File: src/rtl/dmaChanPkg.sv
package dmaChanPkg;
  typedef struct packed {
    logic load;
    logic step;
  } pathStb_t;

  typedef enum logic [1:0] {
    XFER_VERIFY  = 2'd0,
    XFER_TOMEM   = 2'd1,
    XFER_FROMMEM = 2'd2,
    XFER_RSVD    = 2'd3
  } xferKind_e;
endpackage

File: src/rtl/dmaChanCtl.sv
module dmaChanCtl
  import dmaChanPkg::*;
(
  input  logic       clk,
  input  logic       rstN,
  input  logic       loadEn,
  input  logic       stepIn,
  input  logic [1:0] xferKind,
  input  logic       countZero,
  output pathStb_t   stb,
  output logic       busy,
  output logic       memWr,
  output logic       memRd,
  output logic       termCount
);
  logic busyQ;
  logic accept;

  assign accept    = stepIn && busyQ && !loadEn;
  assign termCount = accept && countZero;
  assign memWr     = accept && (xferKind == XFER_TOMEM);
  assign memRd     = accept && (xferKind == XFER_FROMMEM);
  assign busy      = busyQ;

  always_comb begin
    stb.load = loadEn;
    stb.step = accept;
  end

  always_ff @(posedge clk) begin
    if (!rstN)          busyQ <= 1'b0;
    else if (loadEn)    busyQ <= 1'b1;
    else if (termCount) busyQ <= 1'b0;
  end


  tc_idle_chk: assert property (@(posedge clk) disable iff (!rstN)
    (termCount && !loadEn) |=> !busy);


  idle_quiet_chk: assert property (@(posedge clk) disable iff (!rstN)
    !busy |-> !(memWr || memRd || termCount));


  strobe_excl_chk: assert property (@(posedge clk) disable iff (!rstN)
    !(memWr && memRd));
endmodule

File: src/rtl/dmaChanPath.sv
module dmaChanPath
  import dmaChanPkg::*;
#(
  parameter int CNT_W     = 16,
  parameter int PAGE_W    = 8,
  parameter bit WORD_MODE = 1'b0,
  localparam int PHYS_W   = CNT_W + PAGE_W
) (
  input  logic              clk,
  input  logic              rstN,
  input  pathStb_t          stb,
  input  logic [CNT_W-1:0]  loadAddr,
  input  logic [CNT_W-1:0]  loadCount,
  input  logic [PAGE_W-1:0] pageVal,
  output logic [PHYS_W-1:0] physAddr,
  output logic [1:0]        byteEn,
  output logic [CNT_W-1:0]  remCount,
  output logic              countZero
);
  logic [CNT_W-1:0] addrCnt;
  logic [CNT_W-1:0] cntQ;

  always_ff @(posedge clk) begin
    if (!rstN) begin
      addrCnt <= '0;
      cntQ    <= '0;
    end else if (stb.load) begin
      addrCnt <= loadAddr;
      cntQ    <= loadCount;
    end else if (stb.step) begin
      addrCnt <= addrCnt + 1'b1;
      cntQ    <= cntQ - 1'b1;
    end
  end

  assign remCount  = cntQ;
  assign countZero = (cntQ == '0);

  generate
    if (WORD_MODE) begin : g_word
      assign physAddr = {pageVal[PAGE_W-1:1], addrCnt, 1'b0};
      assign byteEn   = 2'b11;
    end else begin : g_byte
      assign physAddr = {pageVal, addrCnt};
      assign byteEn   = addrCnt[0] ? 2'b10 : 2'b01;
    end
  endgenerate


  addr_step_chk: assert property (@(posedge clk) disable iff (!rstN)
    (stb.step && !stb.load) |=> (addrCnt == $past(addrCnt) + 1'b1));


  cnt_step_chk: assert property (@(posedge clk) disable iff (!rstN)
    (stb.step && !stb.load) |=> (cntQ == $past(cntQ) - 1'b1));


  hold_chk: assert property (@(posedge clk) disable iff (!rstN)
    (!stb.step && !stb.load) |=> ($stable(addrCnt) && $stable(cntQ)));
endmodule

File: src/rtl/dmaChanAddrGen.sv
module dmaChanAddrGen
  import dmaChanPkg::*;
#(
  parameter int CNT_W     = 16,
  parameter int PAGE_W    = 8,
  parameter bit WORD_MODE = 1'b0
) (
  input  logic                      clk,
  input  logic                      rstN,
  input  logic                      loadEn,
  input  logic [CNT_W-1:0]          loadAddr,
  input  logic [CNT_W-1:0]          loadCount,
  input  logic [PAGE_W-1:0]         pageVal,
  input  logic [1:0]                xferKind,
  input  logic                      stepIn,
  output logic [CNT_W+PAGE_W-1:0]   physAddr,
  output logic [1:0]                byteEn,
  output logic [CNT_W-1:0]          remCount,
  output logic                      busy,
  output logic                      memWr,
  output logic                      memRd,
  output logic                      termCount
);
  pathStb_t stb;
  logic     countZero;

  dmaChanCtl u_ctl (
    .clk       (clk),
    .rstN      (rstN),
    .loadEn    (loadEn),
    .stepIn    (stepIn),
    .xferKind  (xferKind),
    .countZero (countZero),
    .stb       (stb),
    .busy      (busy),
    .memWr     (memWr),
    .memRd     (memRd),
    .termCount (termCount)
  );

  dmaChanPath #(
    .CNT_W     (CNT_W),
    .PAGE_W    (PAGE_W),
    .WORD_MODE (WORD_MODE)
  ) u_path (
    .clk       (clk),
    .rstN      (rstN),
    .stb       (stb),
    .loadAddr  (loadAddr),
    .loadCount (loadCount),
    .pageVal   (pageVal),
    .physAddr  (physAddr),
    .byteEn    (byteEn),
    .remCount  (remCount),
    .countZero (countZero)
  );


  load_wins_chk: assert property (@(posedge clk) disable iff (!rstN)
    loadEn |=> (busy && remCount == $past(loadCount)));
endmodule

File: config.mk
export PLATFORM = sky130hd
export DESIGN_NAME = dmaChanAddrGen
export DESIGN_NICKNAME = d
export VERILOG_FILES = /design/src/rtl/dmaChanPkg.sv /design/src/rtl/dmaChanCtl.sv /design/src/rtl/dmaChanPath.sv /design/src/rtl/dmaChanAddrGen.sv
export SDC_FILE = /design/constraint.sdc
export NUM_CORES = 1
export LEC_CHECK = 0
export BUFFER_PORTS_ARGS = -buffer_cell sky130_fd_sc_hd__buf_2
export CORE_MARGIN = 2
export CORE_UTILIZATION = 41
export DETAILED_ROUTE_END_ITERATION = 10
export PLACE_DENSITY = 0.76
export SYNTH_ARGS = -nofsm -noshare
export SYNTH_HDL_FRONTEND = slang
export SYNTH_HIERARCHICAL = 1
export SYNTH_SLANG_ARGS = --single-unit
File: constraint.sdc
create_clock -name clk -period 1.84 [get_ports clk]
set_input_delay 0.092 -clock clk [delete_from_list [all_inputs] [get_ports clk]]
set_output_delay 0.092 -clock clk [all_outputs]
set_load 0.05 [all_outputs]
# ---- After elaboration in Yosys (flattened, before gate mapping)
# Cells that the tools add are included.
dict set report totals {
  register_bits 33
  elab_cells 23
}
dict set report op_classes {
  addsub 2
  eq_ne 2
  n_mux 7
  n_reduce_logical 9
}
# operator n
set ops {}
lappend ops {{16-bit two-way mux} 4}
lappend ops {{16-bit by 1-bit adder with 16-bit output, second input constant} 1}
lappend ops {{16-bit zero test} 1}
lappend ops {{16-bit by 1-bit subtractor with 16-bit output, second input constant} 1}
lappend ops {{1-bit logical AND} 5}
lappend ops {{2-bit nonzero test} 2}
lappend ops {{2-bit by 1-bit == test with 1-bit output, second input constant} 1}
lappend ops {{2-bit == test, second input constant} 1}
lappend ops {{1-bit two-way mux} 2}
lappend ops {{2-bit two-way mux} 1}
lappend ops {{1-bit zero test} 1}

# ---- Longest topological paths before layout
dict set report logic_depth {
  depth_word 5
  mapped_depth 8
  mapped_depth_nobuf 6
}

# ---- By module
# Netlist, hierarchy kept.
# mod instances cells_each area_per_inst_um2 seq_area_each_um2
set modules_own_cells {}
lappend modules_own_cells {dmaChanPath 1 218 1752.9 640.6}
lappend modules_own_cells {dmaChanCtl 1 10 110.1 20.0}

# ---- Worst setup path after synthesis
# No wires, ideal clock.
dict set report synth_timing {
  path_type {register -> register}
  start {register u_ctl.busyQ, in the netlist u_ctl/busy}
  end {register u_path.addrCnt[15]}
  arrival_time_ps 2204
  required_ps 1766
  path_slack_ps -438
  stages_incl_launch_ff 8
  path_buffers 1
  path_cell_list {dfxtp_1 nand3b_4 inv_1 buf_4 nand4_1 or3_1 or4_1 a31oi_1}
}
dict set report synth_between {
  elab_chain_len 3
}
# item line
set synth_lines {}
lappend synth_lines {{start: declaration} dmaChanCtl.sv:16} ;# logic busyQ;
lappend synth_lines {{start signal: assignment} dmaChanCtl.sv:31} ;# if (!rstN) busyQ <= 1'b0;
lappend synth_lines {{start signal: assignment} dmaChanCtl.sv:32} ;# else if (loadEn) busyQ <= 1'b1;
lappend synth_lines {{start signal: assignment} dmaChanCtl.sv:33} ;# else if (termCount) busyQ <= 1'b0;
lappend synth_lines {{1-bit logical AND (2 in a row)} dmaChanCtl.sv:19} ;# assign accept = stepIn && busyQ && !loadEn;
lappend synth_lines {{net u_ctl.accept} dmaChanCtl.sv:17} ;# logic accept;
lappend synth_lines {{2-bit nonzero test (no line)} n/a}
lappend synth_lines {{end signal: assignment} dmaChanPath.sv:28} ;# addrCnt <= loadAddr;
lappend synth_lines {{end signal: assignment} dmaChanPath.sv:31} ;# addrCnt <= addrCnt + 1'b1;
lappend synth_lines {{end: declaration} dmaChanPath.sv:20} ;# logic [CNT_W-1:0] addrCnt;
# The timed path passes the listed nets, and every way through them passes these cells.
# A chain may end at the register's enable or synchronous reset.

# ---- Worst setup path after layout
dict set report layout_timing {
  start {register u_path.cntQ[9], in the netlist u_path/remCount[9]}
  end {output termCount}
}
dict set report layout_between {
  elab_chain_len 2
}
# item line
set layout_lines {}
lappend layout_lines {{start: declaration} dmaChanPath.sv:21} ;# logic [CNT_W-1:0] cntQ;
lappend layout_lines {{start signal: assignment} dmaChanPath.sv:29} ;# cntQ <= loadCount;
lappend layout_lines {{start signal: assignment} dmaChanPath.sv:32} ;# cntQ <= cntQ - 1'b1;
lappend layout_lines {{16-bit zero test} dmaChanPath.sv:37} ;# assign countZero = (cntQ == '0);
lappend layout_lines {{net countZero} dmaChanAddrGen.sv:25} ;# logic countZero;
lappend layout_lines {{1-bit logical AND} dmaChanCtl.sv:20} ;# assign termCount = accept && countZero;
lappend layout_lines {{end: declaration} dmaChanAddrGen.sv:22} ;# output logic termCount
# The timed path passes the listed nets, and every way through them passes these cells.

==> flow_metrics.env <==
export IMPL_fin_area_mm2=0.00260
export IMPL_arrival_ns=1.89
export IMPL_reg2reg_from="u_path/remCount[2]$_SDFFE_PN0P_"
export IMPL_dpl_cell_area_mm2=0.00236
export IMPL_hold_start="loadAddr[3]"
export IMPL_via_count=1913
export IMPL_slew_viol_final=0
export IMPL_htreeDepth=2
export IMPL_worstSkewPairLatency_ns=0.28
export IMPL_placedCellCount=352
export IMPL_grt_max_degree=29
export IMPL_r2r_end="u_path/remCount[15]$_SDFFE_PN0P_"
export IMPL_final_nets=356
export IMPL_worst_slack_ns=-0.142
export IMPL_syn_inst=228
export IMPL_globalRouteOverflowTotal=0
export IMPL_cp_end_kind="primary output"
export IMPL_die_area_mm2=0.00510
export IMPL_multiInputGateArea_mm2=0.00115
export IMPL_drive_above_1_share_pct=45.6
export IMPL_yosysTopAreaCellShare_pct=35.5
export IMPL_synth_edf_count=0
export IMPL_grt_pass1_vias=1780
export IMPL_start_util_pct=42.8
export IMPL_setup_violations=2
export IMPL_reg2reg_slack_ns=-0.13
export IMPL_cts_tree="done"
export IMPL_route_detailed_drc=0
export IMPL_track_usage_pct=19.9
export IMPL_hold_path_class="input pin to flip-flop"
export IMPL_worst_path_largest_cell_delay_ns=0.57
export IMPL_synth_cell_types=37
export IMPL_worst_slew_pin_transition_ns=0.445
export IMPL_synth_avg_cell_area_um2=8.17
export IMPL_final_cells=361
export IMPL_place_hpwl_um=3700
export IMPL_syn_to_final_growth_pct=39.4
export IMPL_synth_seq_area_share_pct=35.5
export IMPL_path_cells="or4_4, nor4_4, and4b_2, buf_8"
export IMPL_status="complete, but fails checks"
export IMPL_ys_ff_latch=33
export IMPL_worstHoldEndpoint="u_path/addrCnt[3]$_SDFFE_PN0P_"
export IMPL_failed_checks="negative setup slack"
export IMPL_cts_root_buf="clkbuf_8"
export IMPL_synth_fp_nets=276
export IMPL_cp_slowest_cell="or4_4"
export IMPL_mostFrequentLayoutCell="buf_2"
export IMPL_fin_skew_ns=0.00935
export IMPL_rsz0062_at_grt="true"
export IMPL_powerDensity_mw_per_mm2=755
export IMPL_hold_path_depth=3
export IMPL_worstSetupStartpointType="flip-flop"
export IMPL_synthFlopType="dfxtp_1"
export IMPL_syn_area_mm2=0.00186
export IMPL_clock_sinks=33
export IMPL_via_per_inst=5.30
export IMPL_drt_first_iter_violations=98
export IMPL_num_antenna_cells=0
export IMPL_path_delay_family="simple AND/OR/NAND/NOR gates"
export IMPL_ant_nets=0
export IMPL_synth_area_top_cells="dfxtp_1 (35%), xnor2_1 (9.4%), a21oi_1 (6.2%)"
export IMPL_cts_root_to_sink_buffers=2
export IMPL_utilization_pct=59.7
export IMPL_dieWidth_um=71.4
export IMPL_avgRoutedWirePerCell_um=14.7
export IMPL_die_h_um=71.4
export IMPL_async_flop_share_pct=0
export IMPL_grt_pass1_wl_um=8110
export IMPL_maxCapViolations=0
export IMPL_final_fill_count=386
export IMPL_core_mm2=0.00435
export IMPL_path_class="flip-flop to primary output"
export IMPL_ys_warn_count=6
export IMPL_hold_viol=0
export IMPL_clkTransAtPathRegs_ns=0.06
export IMPL_fmax_mhz=505
export IMPL_leakagePower_nw=1.10
export IMPL_cp_max_fo=3
export IMPL_gp_congestion=0.865
export IMPL_fin_crit_sh_pct=108
export IMPL_final_cell_mix="buf_2 (74), a21oi_1 (23), buf_4 (20), xnor2_1 (20), o21ai_0 (20)"
export IMPL_path_buf_inv=1
export IMPL_numCtsBuffers=5
export IMPL_maxSlewHeadroom_pct=70.3
export IMPL_ir_drop_v=0.000405
export IMPL_period_minus_slack_ns=1.98
export IMPL_reg2reg_depth=4
export IMPL_drt_pass1_iter_count=6
export IMPL_io_buffers=75
export IMPL_antenna_found_initial=0
export IMPL_cp_required_ns=1.75
export IMPL_synth_largest_area_cell="dfxtp_1"
export IMPL_num_rows=24
export IMPL_io_pins=92
export IMPL_dp_worst_setup_slack_ns=-0.125
export IMPL_seq_area_um2=688
export IMPL_routed_wl_um=5310
[Yosys cell counts, types with 2 or more instances]
cell type and number:
dfxtp_1 33, a21oi_1 23, o21ai_0 20, xnor2_1 20, nor2_1 15, buf_4 11
nand2_1 10, nor4_1 10, inv_1 9, clkbuf_1 8, or4_1 7, nor3_1 6
xor2_1 6, a211oi_1 5, nand4_1 5, and3_1 4, nand3_1 4, a31oi_1 3
o22ai_1 3, o31ai_1 3, or3_1 3, buf_2 2, ha_1 2, mux2i_1 2
nor3b_2 2
[per-stage QoR]
stage               total power, mW  hold slack [ns]  TNS [ns]
floorplan                      1.23            0.209    -0.506
global placement               1.34            0.184    -0.147
detailed placement             1.35            0.184    -0.212
CTS                            1.94           0.0494    -0.236
global route                   2.07           0.0370    -0.431
finish                         1.96           0.0527    -0.273
[what timing repair did]
action	4_1_cts	5_1_grt
setup endpoints to repair	4	11
buffers inserted	1	0
pin swaps	3	6
hold buffers	0	0
gates resized for setup	12	15
[metal layers]
metal | track usage (%) | vias up | part of all wire (%)
met5 | 0 | - | 0
met1 | 25.2 | 884 | 43
met3 | 5.34 | 8 | 4.8
li1 | - | 968 | -
met2 | 33.3 | 53 | 51
met4 | 5.45 | 0 | 1.8
[power by group]
part	internal (mW)	switching (mW)	leakage, nW	total [mW]
Combinational	0.200	0.387	0.773	0.587
Sequential	0.768	0.0516	0.280	0.820
Clock	0.305	0.250	0.0455	0.555
[cells by family after synthesis]
kind of cell | synth area share [%]
AND/OR/NAND/NOR | 22.2
AO/OA/AOI/OAI | 18.1
buffers and inverters | 9.67
flip-flops | 35.5
XOR/XNOR | 12.2
multiplexers | 1.07
adder cells (fa/ha/maj) | 1.34
[worst reg2reg max path: cells and delay by family (launching register included)]
family          cells  cell delay (ns)
compound gates      1             0.17
flops               1             0.32
simple gates        3             1.41
[flip-flops by register name, summed over array words and instances, names as in the netlist]
signal           count
u_ctl/busy           1
u_path/addrCnt      16
u_path/remCount     16
[worst max-delay path by stage]
stage / startpoint / to / slack [ns] / cells after the start
CTS: u_path/remCount[9]$_SDFFE_PN0P_ / termCount / -0.14 / 4
floorplan: u_path/remCount[7]$_SDFFE_PN0P_ / u_path/remCount[15]$_SDFFE_PN0P_ / -0.21 / 5
detailed placement: u_path/remCount[7]$_SDFFE_PN0P_ / u_path/remCount[15]$_SDFFE_PN0P_ / -0.13 / 4
global placement: u_path/remCount[7]$_SDFFE_PN0P_ / u_path/remCount[15]$_SDFFE_PN0P_ / -0.08 / 4
global route: u_path/remCount[9]$_SDFFE_PN0P_ / termCount / -0.21 / 4
finish: u_path/remCount[9]$_SDFFE_PN0P_ / termCount / -0.14 / 4
[final cells by class]
type | count | share of cell area (%)
timing repair buffer | 97 | 21.8
sequential | 33 | 26.5
tap | 52 | 2.50
clock buffer | 8 | 3.47
multi-input combinational | 161 | 44.2
inverter | 10 | 1.54
No activity file was read; power rests on OpenSTA's default activity.
